===== config.mk =====
export PLATFORM = sky130hd
export DESIGN_NAME = i2c10_slave
export DESIGN_NICKNAME = d
export VERILOG_FILES = /design/src/rtl/i2c10_pkg.sv /design/src/rtl/i2c10_line_events.sv /design/src/rtl/i2c10_addr_match.sv /design/src/rtl/i2c10_byte_buf.sv /design/src/rtl/i2c10_slave.sv
export SDC_FILE = /design/constraint.sdc
export NUM_CORES = 1
export LEC_CHECK = 0
export ABC_AREA = 1
export ABC_CLOCK_PERIOD_IN_PS = 4500
export BUFFER_PORTS_ARGS = -buffer_cell sky130_fd_sc_hd__buf_2
export CAP_MARGIN = 40
export CORE_AREA = 4 4 57 111
export CTS_BUF_LIST = sky130_fd_sc_hd__clkbuf_8
export DETAILED_ROUTE_END_ITERATION = 7
export DIE_AREA = 0 0 61 115
export HOLD_SLACK_MARGIN = 0.08
export PLACE_DENSITY_LB_ADDON = 0.12
export SKIP_CTS_REPAIR_TIMING = 1
export SYNTH_ARGS = -nofsm -noshare
export SYNTH_HDL_FRONTEND = slang
export SYNTH_SLANG_ARGS = --single-unit
export TNS_END_PERCENT = 10

===== constraint.sdc =====
create_clock -name clk_i -period 4.5 [get_ports clk_i]
set_clock_uncertainty 0.2 [all_clocks]
set_input_delay 0.675 -clock clk_i [delete_from_list [all_inputs] [get_ports clk_i]]
set_output_delay 0.675 -clock clk_i [all_outputs]
set_load 0.1 [all_outputs]

===== src/rtl/i2c10_pkg.sv =====
package i2c10_pkg;
  localparam logic [4:0] ADR10_PREFIX = 5'b11110;

  typedef enum logic [2:0] {
    ST_IDLE,
    ST_ADR1,
    ST_ADR2,
    ST_RX,
    ST_TX,
    ST_WAIT
  } slv_state_e;
endpackage


===== src/rtl/i2c10_line_events.sv =====
module i2c10_line_events (
  input  logic clk_i,
  input  logic rst_ni,
  input  logic scl_i,
  input  logic sda_i,
  output logic rise_o,
  output logic fall_o,
  output logic start_o,
  output logic stop_o
);
  logic scl_q, sda_q;

  always_ff @(posedge clk_i or negedge rst_ni) begin
    if (!rst_ni) begin
      scl_q <= 1'b1;
      sda_q <= 1'b1;
    end else begin
      scl_q <= scl_i;
      sda_q <= sda_i;
    end
  end

  assign rise_o  = scl_i & ~scl_q;
  assign fall_o  = ~scl_i & scl_q;
  assign start_o = scl_i & scl_q & sda_q & ~sda_i;
  assign stop_o  = scl_i & scl_q & ~sda_q & sda_i;
endmodule


===== src/rtl/i2c10_addr_match.sv =====
module i2c10_addr_match #(
  parameter int DATA_W = 8,
  parameter int ADDR_W = 10
) (
  input  logic [DATA_W-1:0] byte_i,
  input  logic [ADDR_W-1:0] own_addr_i,
  output logic              hi_ok_o,
  output logic              lo_ok_o,
  output logic              rd_o
);
  import i2c10_pkg::*;
  localparam int HI_W = ADDR_W - DATA_W;

  assign hi_ok_o = (byte_i[DATA_W-1 -: 5] == ADR10_PREFIX) &&
                   (byte_i[HI_W:1] == own_addr_i[ADDR_W-1:DATA_W]);
  assign lo_ok_o = (byte_i == own_addr_i[DATA_W-1:0]);
  assign rd_o    = byte_i[0];
endmodule


===== src/rtl/i2c10_byte_buf.sv =====
module i2c10_byte_buf #(
  parameter int DATA_W = 8
) (
  input  logic              clk_i,
  input  logic              rst_ni,
  input  logic [DATA_W-1:0] tx_data_i,
  input  logic              tx_load_i,
  input  logic              consume_i,
  output logic [DATA_W-1:0] tx_q_o,
  output logic              tx_empty_o,
  input  logic [DATA_W-1:0] rx_byte_i,
  input  logic              rx_wr_i,
  input  logic              rx_read_i,
  output logic [DATA_W-1:0] rx_data_o,
  output logic              rx_full_o
);
  always_ff @(posedge clk_i or negedge rst_ni) begin
    if (!rst_ni) begin
      tx_q_o     <= '0;
      tx_empty_o <= 1'b1;
    end else if (tx_load_i) begin
      tx_q_o     <= tx_data_i;
      tx_empty_o <= 1'b0;
    end else if (consume_i) begin
      tx_empty_o <= 1'b1;
    end
  end

  always_ff @(posedge clk_i or negedge rst_ni) begin
    if (!rst_ni) begin
      rx_data_o <= '0;
      rx_full_o <= 1'b0;
    end else if (rx_wr_i) begin
      rx_data_o <= rx_byte_i;
      rx_full_o <= 1'b1;
    end else if (rx_read_i) begin
      rx_full_o <= 1'b0;
    end
  end

  p_rx_copy_r5: assert property (@(posedge clk_i) disable iff (!rst_ni)
    rx_wr_i |=> rx_full_o && (rx_data_o == $past(rx_byte_i)));

  p_consume_empty_r9: assert property (@(posedge clk_i) disable iff (!rst_ni)
    (consume_i && !tx_load_i) |=> tx_empty_o);
endmodule


===== src/rtl/i2c10_slave.sv =====
module i2c10_slave #(
  parameter int DATA_W = 8,
  parameter int ADDR_W = 10
) (
  input  logic              clk_i,
  input  logic              rst_ni,
  input  logic              master_en_i,
  input  logic              mode10_en_i,
  input  logic [ADDR_W-1:0] own_addr_i,
  input  logic              scl_i,
  input  logic              sda_i,
  output logic              sda_pull_o,
  output logic              scl_hold_o,
  input  logic [DATA_W-1:0] tx_data_i,
  input  logic              tx_load_i,
  input  logic              rx_read_i,
  output logic [DATA_W-1:0] rx_data_o,
  output logic              start_o,
  output logic              byte_end_o,
  output logic              rx_full_o,
  output logic              tx_empty_o,
  output logic              busy_o,
  output logic              dir_tx_o
);
  import i2c10_pkg::*;
  localparam int CNT_W = $clog2(DATA_W + 1);
  localparam logic [CNT_W-1:0] LAST_BIT = CNT_W'(DATA_W);

  slv_state_e        state, nxt;
  logic [CNT_W-1:0]  cnt;
  logic [DATA_W-1:0] sh, tx_q;
  logic              ack_ph, hold, nack, sda_out, sel, dir;
  logic              ev_rise, ev_fall, ev_start, ev_stop;
  logic              hi_ok, lo_ok, rd;
  logic              active, svc, consume, rx_wr;

  assign active = mode10_en_i & ~master_en_i;

  i2c10_line_events u_ev (
    .clk_i   (clk_i),
    .rst_ni  (rst_ni),
    .scl_i   (scl_i),
    .sda_i   (sda_i),
    .rise_o  (ev_rise),
    .fall_o  (ev_fall),
    .start_o (ev_start),
    .stop_o  (ev_stop)
  );

  i2c10_addr_match #(.DATA_W(DATA_W), .ADDR_W(ADDR_W)) u_match (
    .byte_i     (sh),
    .own_addr_i (own_addr_i),
    .hi_ok_o    (hi_ok),
    .lo_ok_o    (lo_ok),
    .rd_o       (rd)
  );

  // buffer service happens only while SCL is stretched
  assign svc     = active & ~ev_start & ~ev_stop & hold;
  assign consume = svc & (state == ST_TX) & ~tx_empty_o;
  assign rx_wr   = svc & (state == ST_RX) & ~rx_full_o;

  i2c10_byte_buf #(.DATA_W(DATA_W)) u_buf (
    .clk_i      (clk_i),
    .rst_ni     (rst_ni),
    .tx_data_i  (tx_data_i),
    .tx_load_i  (tx_load_i),
    .consume_i  (consume),
    .tx_q_o     (tx_q),
    .tx_empty_o (tx_empty_o),
    .rx_byte_i  (sh),
    .rx_wr_i    (rx_wr),
    .rx_read_i  (rx_read_i),
    .rx_data_o  (rx_data_o),
    .rx_full_o  (rx_full_o)
  );

  always_ff @(posedge clk_i or negedge rst_ni) begin
    if (!rst_ni) begin
      state      <= ST_IDLE;
      nxt        <= ST_IDLE;
      cnt        <= '0;
      sh         <= '0;
      ack_ph     <= 1'b0;
      hold       <= 1'b0;
      nack       <= 1'b0;
      sda_out    <= 1'b0;
      sel        <= 1'b0;
      dir        <= 1'b0;
      start_o    <= 1'b0;
      byte_end_o <= 1'b0;
    end else begin
      start_o    <= 1'b0;
      byte_end_o <= 1'b0;
      if (!active) begin
        state   <= ST_IDLE;
        ack_ph  <= 1'b0;
        hold    <= 1'b0;
        sda_out <= 1'b0;
        sel     <= 1'b0;
        dir     <= 1'b0;
      end else if (ev_start) begin
        state   <= ST_ADR1;
        cnt     <= '0;
        ack_ph  <= 1'b0;
        hold    <= 1'b0;
        sda_out <= 1'b0;
      end else if (ev_stop) begin
        state   <= ST_IDLE;
        ack_ph  <= 1'b0;
        hold    <= 1'b0;
        sda_out <= 1'b0;
        sel     <= 1'b0;
        dir     <= 1'b0;
      end else if (hold) begin
        if (consume) begin
          sh      <= tx_q;
          sda_out <= ~tx_q[DATA_W-1];
          cnt     <= '0;
          hold    <= 1'b0;
        end else if (rx_wr) begin
          byte_end_o <= 1'b1;
          sda_out    <= 1'b1;
          ack_ph     <= 1'b1;
          nxt        <= ST_RX;
          hold       <= 1'b0;
        end
      end else begin
        unique case (state)
          ST_ADR1, ST_ADR2, ST_RX: begin
            if (!ack_ph) begin
              if (ev_rise) begin
                sh  <= {sh[DATA_W-2:0], sda_i};
                cnt <= cnt + 1'b1;
              end else if (ev_fall && cnt == LAST_BIT) begin
                if (state == ST_ADR1) begin
                  if (hi_ok && !rd) begin
                    sda_out <= 1'b1;
                    ack_ph  <= 1'b1;
                    nxt     <= ST_ADR2;
                  end else if (hi_ok && rd && sel) begin
                    sda_out <= 1'b1;
                    ack_ph  <= 1'b1;
                    nxt     <= ST_TX;
                    dir     <= 1'b1;
                    start_o <= 1'b1;
                  end else begin
                    state <= ST_WAIT;
                  end
                end else if (state == ST_ADR2) begin
                  if (lo_ok) begin
                    sda_out <= 1'b1;
                    ack_ph  <= 1'b1;
                    nxt     <= ST_RX;
                    sel     <= 1'b1;
                    dir     <= 1'b0;
                    start_o <= 1'b1;
                  end else begin
                    state <= ST_WAIT;
                    sel   <= 1'b0;
                    dir   <= 1'b0;
                  end
                end else begin
                  hold <= 1'b1;
                end
              end
            end else if (ev_fall) begin
              sda_out <= 1'b0;
              ack_ph  <= 1'b0;
              cnt     <= '0;
              state   <= nxt;
              if (nxt == ST_TX) hold <= 1'b1;
            end
          end
          ST_TX: begin
            if (!ack_ph) begin
              if (ev_rise) begin
                cnt <= cnt + 1'b1;
              end else if (ev_fall) begin
                if (cnt == LAST_BIT) begin
                  sda_out <= 1'b0;
                  ack_ph  <= 1'b1;
                end else begin
                  sh      <= {sh[DATA_W-2:0], 1'b0};
                  sda_out <= ~sh[DATA_W-2];
                end
              end
            end else begin
              if (ev_rise) begin
                nack <= sda_i;
              end else if (ev_fall) begin
                ack_ph     <= 1'b0;
                byte_end_o <= 1'b1;
                if (nack) state <= ST_WAIT;
                else      hold  <= 1'b1;
              end
            end
          end
          default: ;
        endcase
      end
    end
  end

  assign sda_pull_o = sda_out;
  assign scl_hold_o = hold;
  assign busy_o     = sel;
  assign dir_tx_o   = dir;

  p_inactive_quiet_r1: assert property (@(posedge clk_i) disable iff (!rst_ni)
    !active |=> !sda_pull_o && !scl_hold_o);

  p_select_start_r4: assert property (@(posedge clk_i) disable iff (!rst_ni)
    $rose(busy_o) |-> start_o);

  p_dir_needs_sel_r7: assert property (@(posedge clk_i) disable iff (!rst_ni)
    dir_tx_o |-> busy_o);

  p_stop_clears_r11: assert property (@(posedge clk_i) disable iff (!rst_ni)
    ev_stop |=> !busy_o && !dir_tx_o);
endmodule


### Word level (Yosys, flattened, before mapping)

Index checks and enable logic that the tools add are counted.

* output and inout port bits: 16
* register bits: 46
* word-level logic and storage cells: 283
* input bits: 26

* add/subtract/negate cells: 1
* muxes and demuxes: 151
* bitwise logic cells: 27
* equality and inequality tests: 62
* reduce and logical (&&, ||, !) cells: 24

Operators with widths (number)
* $mux W1: 100
* $mux W3: 29
* $mux W8: 8
* $ne A7 B7 Y1 const B: 7
* $ne A6 B6 Y1 const B: 6
* $mux W4: 8
* $ne A3 B3 Y1 const B: 10
* $ne A5 B5 Y1 const B: 6
* $reduce_and A11 Y1: 2
* $ne A8 B8 Y1 const B: 2
* $pmux W8 S2: 1
* $and A1 B1 Y1: 15
* $reduce_and A13 Y1: 1
* $ne A4 B4 Y1 const B: 3
* $ne A6 B4 Y1 const B: 2
* $not A1 Y1: 12
* $reduce_and A12 Y1: 1
* $ne A3 B2 Y1 const B: 3
* $ne A9 B9 Y1 const B: 1
* $reduce_and A9 Y1: 1
* $reduce_bool A3 Y1: 3
* $eq A8 B8 Y1: 1
* $ne A2 B2 Y1 const B: 4
* $ne A4 B2 Y1 const B: 2
* other kinds (24): 37

### Longest topological paths before layout

Gate-level depths: netlist (run 1).

* depth after elaboration: 15
* depth in mapped cells: 14

### Modules after synthesis

A second synthesis (run 1) with hierarchy kept.

* cells, all modules: 449
* area, all modules: 3049.2 µm²

Modules (own cells, without submodules)
* i2c10_slave: instances 1, cells each 308, area an instance 2048.2 µm²
* i2c10_byte_buf: instances 1, cells each 75, area an instance 693.2 µm²
* i2c10_addr_match: instances 1, cells each 53, area an instance 214.0 µm²
* i2c10_line_events: instances 1, cells each 13, area an instance 93.8 µm²

### Worst setup path before layout (run 1)

OpenSTA, ideal clock, no wires.

* kind: flip-flop to flip-flop
* start point: register hold (netlist: scl_hold_o)
* end point: register sda_out (netlist: sda_pull_o)
* buffers on the path: 1
* slack: 2.186 ns
* data required time: 4.175 ns
* arrival: 1.989 ns
* period minus slack after synthesis: 2.314 ns
* library setup time: 0.125 ns
* cell stages (with the launch flop): 11
* cell sequence: dfrtp_1 nand2_1 nor2_2 nand2_1 buf_6 nand3_1 inv_1 nor2_1 nand2_1 nand2_1 o21ai_1

* cells in the longest elaborated chain, start to end: 8
* elaborated cells between the ends (all ways): 22
* those cells by class: eq/ne: 11; mux: 5; bitwise: 5; reduce/logical: 1

Ends and longest elaborated chain
* start: declaration: line i2c10_slave.sv:32 `logic ack_ph, hold, nack, sda_out, sel, dir;`
* start signal: assignment: line i2c10_slave.sv:85 `hold <= 1'b0;`
* start signal: assignment: line i2c10_slave.sv:98 `hold <= 1'b0;`
* start signal: assignment: line i2c10_slave.sv:106 `hold <= 1'b0;`
* $and A1 B1 Y1: line i2c10_slave.sv:59 `assign svc = active & ~ev_start & ~ev_stop & hold;`
* $and A1 B1 Y1 (2 in a row): line i2c10_slave.sv:60 `assign consume = svc & (state == ST_TX) & ~tx_empty_o;`
* $mux W1: line i2c10_slave.sv:116 `if (consume) begin`
* $mux W1: line i2c10_slave.sv:115 `end else if (hold) begin`
* $mux W1: line i2c10_slave.sv:108 `end else if (ev_stop) begin`
* $mux W1: line i2c10_slave.sv:102 `end else if (ev_start) begin`
* $mux W1: line i2c10_slave.sv:95 `if (!active) begin`
* end signal: assignment: line i2c10_slave.sv:118 `sda_out <= ~tx_q[DATA_W-1];`
* end signal: assignment: line i2c10_slave.sv:185 `sda_out <= ~sh[DATA_W-2];`
* end: declaration: line i2c10_slave.sv:32

Parallel ways exist; a longest one is shown, timed or not.
A chain may end at the register's enable or synchronous reset.

### Worst setup path after layout (run 1)

* start point: register u_ev.sda_q
* end point: register nxt[1]

* cells in the longest elaborated chain, start to end: 10
* elaborated cells between the ends (all ways): 17
* those cells by class: eq/ne: 2; bitwise: 14; reduce/logical: 1

Ends and longest elaborated chain
* start: declaration: line i2c10_line_events.sv:11 `logic scl_q, sda_q;`
* start signal: assignment: line i2c10_line_events.sv:19 `sda_q <= sda_i;`
* $and A1 B1 Y1 / $not A1 Y1 (equally long branches): line i2c10_line_events.sv:25, i2c10_line_events.sv:26
* $and A1 B1 Y1 (on tied branches): line i2c10_line_events.sv:25, i2c10_line_events.sv:26
* $not A1 Y1 (no line) / $and A1 B1 Y1 (equally long branches)
* $and A1 B1 Y1 / $not A1 Y1 (equally long branches)
* $and A1 B1 Y1 (2 in a row): line i2c10_slave.sv:59
* $and A1 B1 Y1 (on tied branches) (2 in a row): line i2c10_slave.sv:61, i2c10_slave.sv:60
* $ne A2 B1 Y1 (no line) / $ne A2 B2 Y1 (equally long branches)
* $reduce_and A12 Y1 (no line) *
* end signal: assignment: line i2c10_slave.sv:81 `nxt <= ST_IDLE;`
* end signal: assignment: line i2c10_slave.sv:125 `nxt <= ST_RX;`
* end signal: assignment: line i2c10_slave.sv:140 `nxt <= ST_ADR2;`
* end: declaration: line i2c10_slave.sv:29 `slv_state_e state, nxt;`

Every way passes the cells marked *; elsewhere a longest branch is shown, timed or not.

==> flow_summary.yaml, run 1 <==
outcome:
  status: "completed"
clock_tree:
  cts-buffers-inserted: 5
  ctsLongestPathBuffers: 2
  cts_root_buf: "clkbuf_8"
  clkSlewWorstSetupHoldPaths_ps: 100
  htreeDepth: 2
  cts_tree: "done"
  clock_latency_ps: 320
  clock-sinks: 46
final_layout:
  multiInputGateArea_mm2: 0.00151
  nFillCells: 552
  final_nets: 489
  drive_above_1_share: 0.201
  antenna_cells: 0
  regArea_mm2: 0.00115
  final_cells: 522
  area_growth_pct: 11.2
placement:
  dp.cells: 514
  globalplace.congestion: 0.951
  io_buffers: 41
  dp_hpwl_mm: 6.43
pwr:
  vdd_drop_max_mv: 0.371
  p_leak_uw: 0.00175
  combPwrFrac: 0.296
  p_clk_frac: 0.234
  switchingPower_uw: 434
  powerDensity_mw_per_mm2: 340
  seqPwrFrac: 0.471
  internal-power_uw: 691
  switching_share: 0.386
worst_setup_path:
  reg2regPathDepth: 11
  crit_type: "register to register"
  cp-start-kind: "register"
  end_kind: "register"
  regToRegEndpoint: "nxt[1]$_DFFE_PN0P_"
  arrival_ps: 2420
  r2r-start: "u_ev.sda_q$_DFF_PN1_"
  cp_data_required_time_ps: 4500
  cp_max_fo: 21
  ff2ff_setup_slack_ps: 2090
min_path:
  hold_path.class: "input pin to asynchronous set/reset pin"
run:
  max-cap-violations: 0
yosys:
  yosysSeqAreaShare: 0.388
  ys_warn_count: 0
  netlist_area_mm2: 0.00297
  syn_inst: 419
  syn_nets: 447
  ys_seq_elements: 46
  synth_cell_types: 42
  synth.avg_cell_area_um2: 7.10
detailed_routing:
  routed_via_density: 5.50
  highest_layer: "met4"
  met3_wirelength_um: 387
  drt-met1-wl_mm: 2.80
  routed_wl_mm: 8.19
  first_iter_violations: 113
  dr.pass1.iters: 5
  route.met2.wl_mm: 4.42
  drtAntennaViolNets: 0
  post_drt_wl_per_cell_um: 15.7
  drc: 0
  dr_total_vias: 2873
global_route:
  grt_antenna_before_repair: 0
  grt_max_degree: 34
  grt_usage: 0.255
  grt_pass1_vias: 2868
  grt_pass1_wl_mm: 13.2
  grt_overflow_total: 0
die:
  fp.coreArea_mm2: 0.00542
  dieArea_mm2: 0.00702
  row_count: 38
  io_pins: 42
  start_util: 0.548
  die_h_um: 115
  die_x_um: 61
timing:
  setup_tns_ps: 0
  rsz0062_at_grt: "false"
  fin_crit_ps: 2410
  maxSlewHeadroom: 0.608
  slew_violations: 0
  period_share: 0.536
  clock.fmax_mhz: 415
  setup_viol: 0
  hold_viol_final: 0
  worst_pin_slew_ps: 587
==> cells in the mapped netlist, drive strengths merged <==
library cell	number	area [µm²]
a311oi	1	8.76
xor2	3	26.3
o221ai	1	8.76
a21oi	11	55.1
nand2	139	539
inv	64	240
a211oi	1	7.51
nand4	9	56.3
o31ai	4	35.0
nor3b	1	12.5
dfrtp	43	1080
dfstp	3	78.8
nor2	37	159
mux2	2	22.5
o21bai	1	11.3
a22o	1	8.76
ha	2	25.0
dlymetal6s2s	1	12.5
nand3	27	163
o21ai	42	240
buf	5	46.3
o21a	2	15.0
o211a	1	10.0
and2	1	6.26
clkbuf	2	7.51
nor3	10	60.1
o211ai	2	15.0
xnor2	2	17.5
a2111oi	1	8.76
==> worst max-delay path, cell delays in order (launching register included) <==
cell and delay (ps):
dfstp_2 570, inv_1 50, nand3_2 110, nand2_4 90
nor2_2 200, nand2_1 390, nand2_1 260, nand3_1 90
nor2_1 160, nand2_1 80, nand2_1 60, nand2_1 50
==> layout make-up <==
type,instances,area share
Clock buffer,5,0.0208
Clock inverter,3,0.00644
Inverter,64,0.0727
Multi-Input combinational cell,301,0.457
Sequential cell,46,0.349
Tap cell,60,0.0227
Timing Repair Buffer,43,0.0704
==> sequential cells by signal (all words and copies together) (netlist names), 3 cells and up <==
| signal | count |
|---|---|
| nxt | 3 |
| state | 3 |
| u_buf.rx_data_o | 8 |
| cnt | 4 |
| u_buf.tx_q_o | 8 |
| sh | 8 |
==> stage by stage <==
stage / hold WS [ps] / utilization / total power, µW / setup slack (ps) / cell area, µm²
2_1_floorplan: 179 / - / 765 / 2190 / 2970
3_3_place_gp: 272 / 0.589 / 859 / 1940 / 3190
3_5_place_dp: 271 / 0.593 / 870 / 1830 / 3210
4_1_cts: 129 / 0.610 / 1130 / 2110 / 3300
5_1_grt: 143 / 0.610 / 1200 / 1870 / 3300
6_report: 114 / 0.610 / 1120 / 2090 / 3300
==> how the worst max path moves through the flow <==
stage | to | start | slack [ps] | cells past startpoint
2_1_floorplan | sda_pull_o$_DFFE_PN0P_ | scl_hold_o$_DFF_PN0_ | 2190 | 10
3_3_place_gp | nxt[1]$_DFFE_PN0P_ | scl_i | 1940 | 13
3_5_place_dp | nxt[1]$_DFFE_PN0P_ | scl_i | 1830 | 13
4_1_cts | scl_hold_o | scl_hold_o$_DFF_PN0_ | 2110 | 2
5_1_grt | nxt[1]$_DFFE_PN0P_ | u_ev.sda_q$_DFF_PN1_ | 1870 | 11
6_report | nxt[1]$_DFFE_PN0P_ | u_ev.sda_q$_DFF_PN1_ | 2090 | 11
==> cell usage in the layout, fill, tap and decap left out, types with 8 or more instances in the layout <==
cell and instances:
dfrtp_1 43, inv_1 53, nor3_1 8, nand3_1 23, inv_2 11, nand2_1 134, nor2_1 33, o21ai_2 8
buf_2 41, nand4_1 9, o21ai_0 30, a21oi_1 11
==> power groups by stage <==
stage	logic, µW	registers, µW	clock network [µW]
2_1_floorplan	236	529	0
3_3_place_gp	322	537	0
3_5_place_dp	331	539	0
4_1_cts	333	531	270
5_1_grt	374	538	284
6_report	333	529	263
==> cell families after synthesis <==
logic type | Yosys count | share of synthesized area
buffers and inverters | 72 | 0.103
XOR/XNOR | 5 | 0.0147
AO/OA/AOI/OAI | 68 | 0.143
AND/OR/NAND/NOR | 224 | 0.335
flip-flops | 46 | 0.388
adder cells (fa/ha/maj) | 2 | 0.00842
multiplexers | 2 | 0.00758
==> routing by layer <==
layer	global-route usage	vias up
li1	-	1423
met1	0.251	1310
met2	0.452	98
met3	0.0382	42
met4	0.188	0
met5	0	-
No activity file was read; power rests on OpenSTA's default activity.
==> run 2: changes to the inputs <==
--- a/config.mk
+++ b/config.mk
@@ -6,13 +6,13 @@
 export NUM_CORES = 1
 export LEC_CHECK = 0
 export ABC_AREA = 1
-export ABC_CLOCK_PERIOD_IN_PS = 4500
+export ABC_CLOCK_PERIOD_IN_PS = 2110
 export BUFFER_PORTS_ARGS = -buffer_cell sky130_fd_sc_hd__buf_2
 export CAP_MARGIN = 40
-export CORE_AREA = 4 4 57 111
+export CORE_AREA = 4 4 58 112
 export CTS_BUF_LIST = sky130_fd_sc_hd__clkbuf_8
 export DETAILED_ROUTE_END_ITERATION = 7
-export DIE_AREA = 0 0 61 115
+export DIE_AREA = 0 0 62 116
 export HOLD_SLACK_MARGIN = 0.08
 export PLACE_DENSITY_LB_ADDON = 0.12
 export SKIP_CTS_REPAIR_TIMING = 1
==> constraint.sdc (replaced) <==
create_clock -name clk_i -period 2.11 [get_ports clk_i]
set_clock_uncertainty 0.2 [all_clocks]
set_input_delay 0.3165 -clock clk_i [delete_from_list [all_inputs] [get_ports clk_i]]
set_output_delay 0.3165 -clock clk_i [all_outputs]
set_load 0.1 [all_outputs]
==> flow_summary.yaml, run 2 (synthesized netlist as in run 1, its figures left out) <==
detailed_routing:
  routed_wl_mm: 8.44
  dr_total_vias: 2907
  first_iter_violations: 123
  post_drt_wl_per_cell_um: 15.3
  routed_via_density: 5.27
  drtAntennaViolNets: 0
  drc: 0
  dr.pass1.iters: 4
timing:
  layout_setup_ws_ps: 63.2
  period_share: 0.970
  slew_violations: 0
  setup_viol: 0
  worst_pin_slew_ps: 490
  rsz0062_at_grt: "true"
  maxSlewHeadroom: 0.673
  clock.fmax_mhz: 489
  hold_viol_final: 0
  whs_ps: 95.7
  fin_crit_ps: 2050
worst_setup_path:
  cp-start-kind: "register"
  cp_max_fo: 16
  cp_data_required_time_ps: 2110
  worst_path_dominant_cell_family: "simple AND/OR/NAND/NOR gates"
  crit_type: "register to register"
  cp_slowest_cell: "dfstp_2"
  arrival_ps: 2040
  crit_path_max_incr_delay_ps: 560
  cp_num_buf_inv: 1
  ff2ff_setup_slack_ps: 60
  path_cells: "inv_1, nand3_2, nand2_4, nor2_4, o31ai_2, nor3b_2, nand2_4, nand2_1, o21ai_2"
  end_kind: "register"
  cpMostUsedCell: "nand2_4"
die:
  io_pins: 42
  dieArea_mm2: 0.00719
  row_count: 39
  die_h_um: 116
  start_util: 0.521
  fp.coreArea_mm2: 0.00571
  die_x_um: 62
clock_tree:
  cts_root_buf: "clkbuf_8"
  clkSlewWorstSetupHoldPaths_ps: 100
  cts-buffers-inserted: 5
  clock-sinks: 46
  ctsLongestPathBuffers: 2
  clock_latency_ps: 320
  cts_tree: "done"
  htreeDepth: 2
global_route:
  grt_max_degree: 29
  grt_overflow_total: 0
  grt_pass1_wl_mm: 13.8
  grt_pass1_vias: 3031
  grt_usage: 0.260
  grt_antenna_before_repair: 0
final_layout:
  final_cells: 552
  final_cell_mix: "nand2_1, inv_1, dfrtp_1, buf_2, nor2_1"
  final_nets: 518
  antenna_cells: 0
  reg_top3: "sh x8, u_buf.rx_data_o x8, u_buf.tx_q_o x8"
  fin_util: 0.635
  final_common_cell: "nand2_1"
  nFillCells: 532
  area_growth_pct: 22.0
  drive_above_1_share: 0.236
placement:
  dp_hpwl_mm: 6.62
  io_buffers: 41
  globalplace.congestion: 0.982
  dp.cells: 532
  dp_slack_ps: 17.4
min_path:
  hold_path.class: "input pin to register"
pwr:
  power_uw: 2600
  p_leak_uw: 0.00190
  vdd_drop_max_mv: 0.912
  powerDensity_mw_per_mm2: 718
run:
  max-cap-violations: 0
outcome:
  status: "completed"
run 2: path summary, 6_finish.rpt:
path,cells past startpoint,to,start
max,9,sh[5]$_DFFE_PN0P_,u_ev.sda_q$_DFF_PN1_
min,2,u_buf.tx_empty_o$_DFFE_PN1P_,tx_load_i
max reg2reg,9,sh[5]$_DFFE_PN0P_,u_ev.sda_q$_DFF_PN1_
min reg2reg,2,u_buf.rx_data_o[3]$_DFFE_PN0P_,u_buf.rx_data_o[3]$_DFFE_PN0P_
max in group asynchronous,3,u_ev.scl_q$_DFF_PN1_,rst_ni
min in group asynchronous,2,cnt[3]$_DFFE_PN0P_,rst_ni
run 2: layout make-up:
| cell class | count | area (µm²) | area share |
|---|---|---|---|
| clock buffers | 5 | 68.8 | 0.0190 |
| multi-input cells | 301 | 1560 | 0.431 |
| inverters | 64 | 240 | 0.0663 |
| flip-flops and latches | 46 | 1160 | 0.319 |
| repair buffers | 72 | 483 | 0.133 |
| clock inverters | 3 | 37.5 | 0.0104 |
| well taps | 61 | 76.3 | 0.0210 |
run 2: stage by stage:
stage	cell area (µm²)	TNS [ps]
2_1_floorplan	2970	0
3_3_place_gp	3340	0
3_5_place_dp	3340	0
4_1_cts	3450	-19.5
5_1_grt	3630	-411
6_report	3630	0
run 2: power breakdown:
| group | switching, µW | internal, µW | total, µW |
|---|---|---|---|
| Clock | 313 | 345 | 658 |
| Combinational | 498 | 329 | 827 |
| Sequential | 132 | 986 | 1120 |
| Total | 943 | 1660 | 2600 |
run 2: per-layer routing:
| metal | GRT usage | up-vias | wire length (µm) |
|---|---|---|---|
| li1 | - | 1482 | - |
| met1 | 0.270 | 1313 | 3020 |
| met2 | 0.456 | 79 | 4720 |
| met3 | 0.0412 | 33 | 275 |
| met4 | 0.163 | 0 | 430 |
| met5 | 0 | - | 0 |
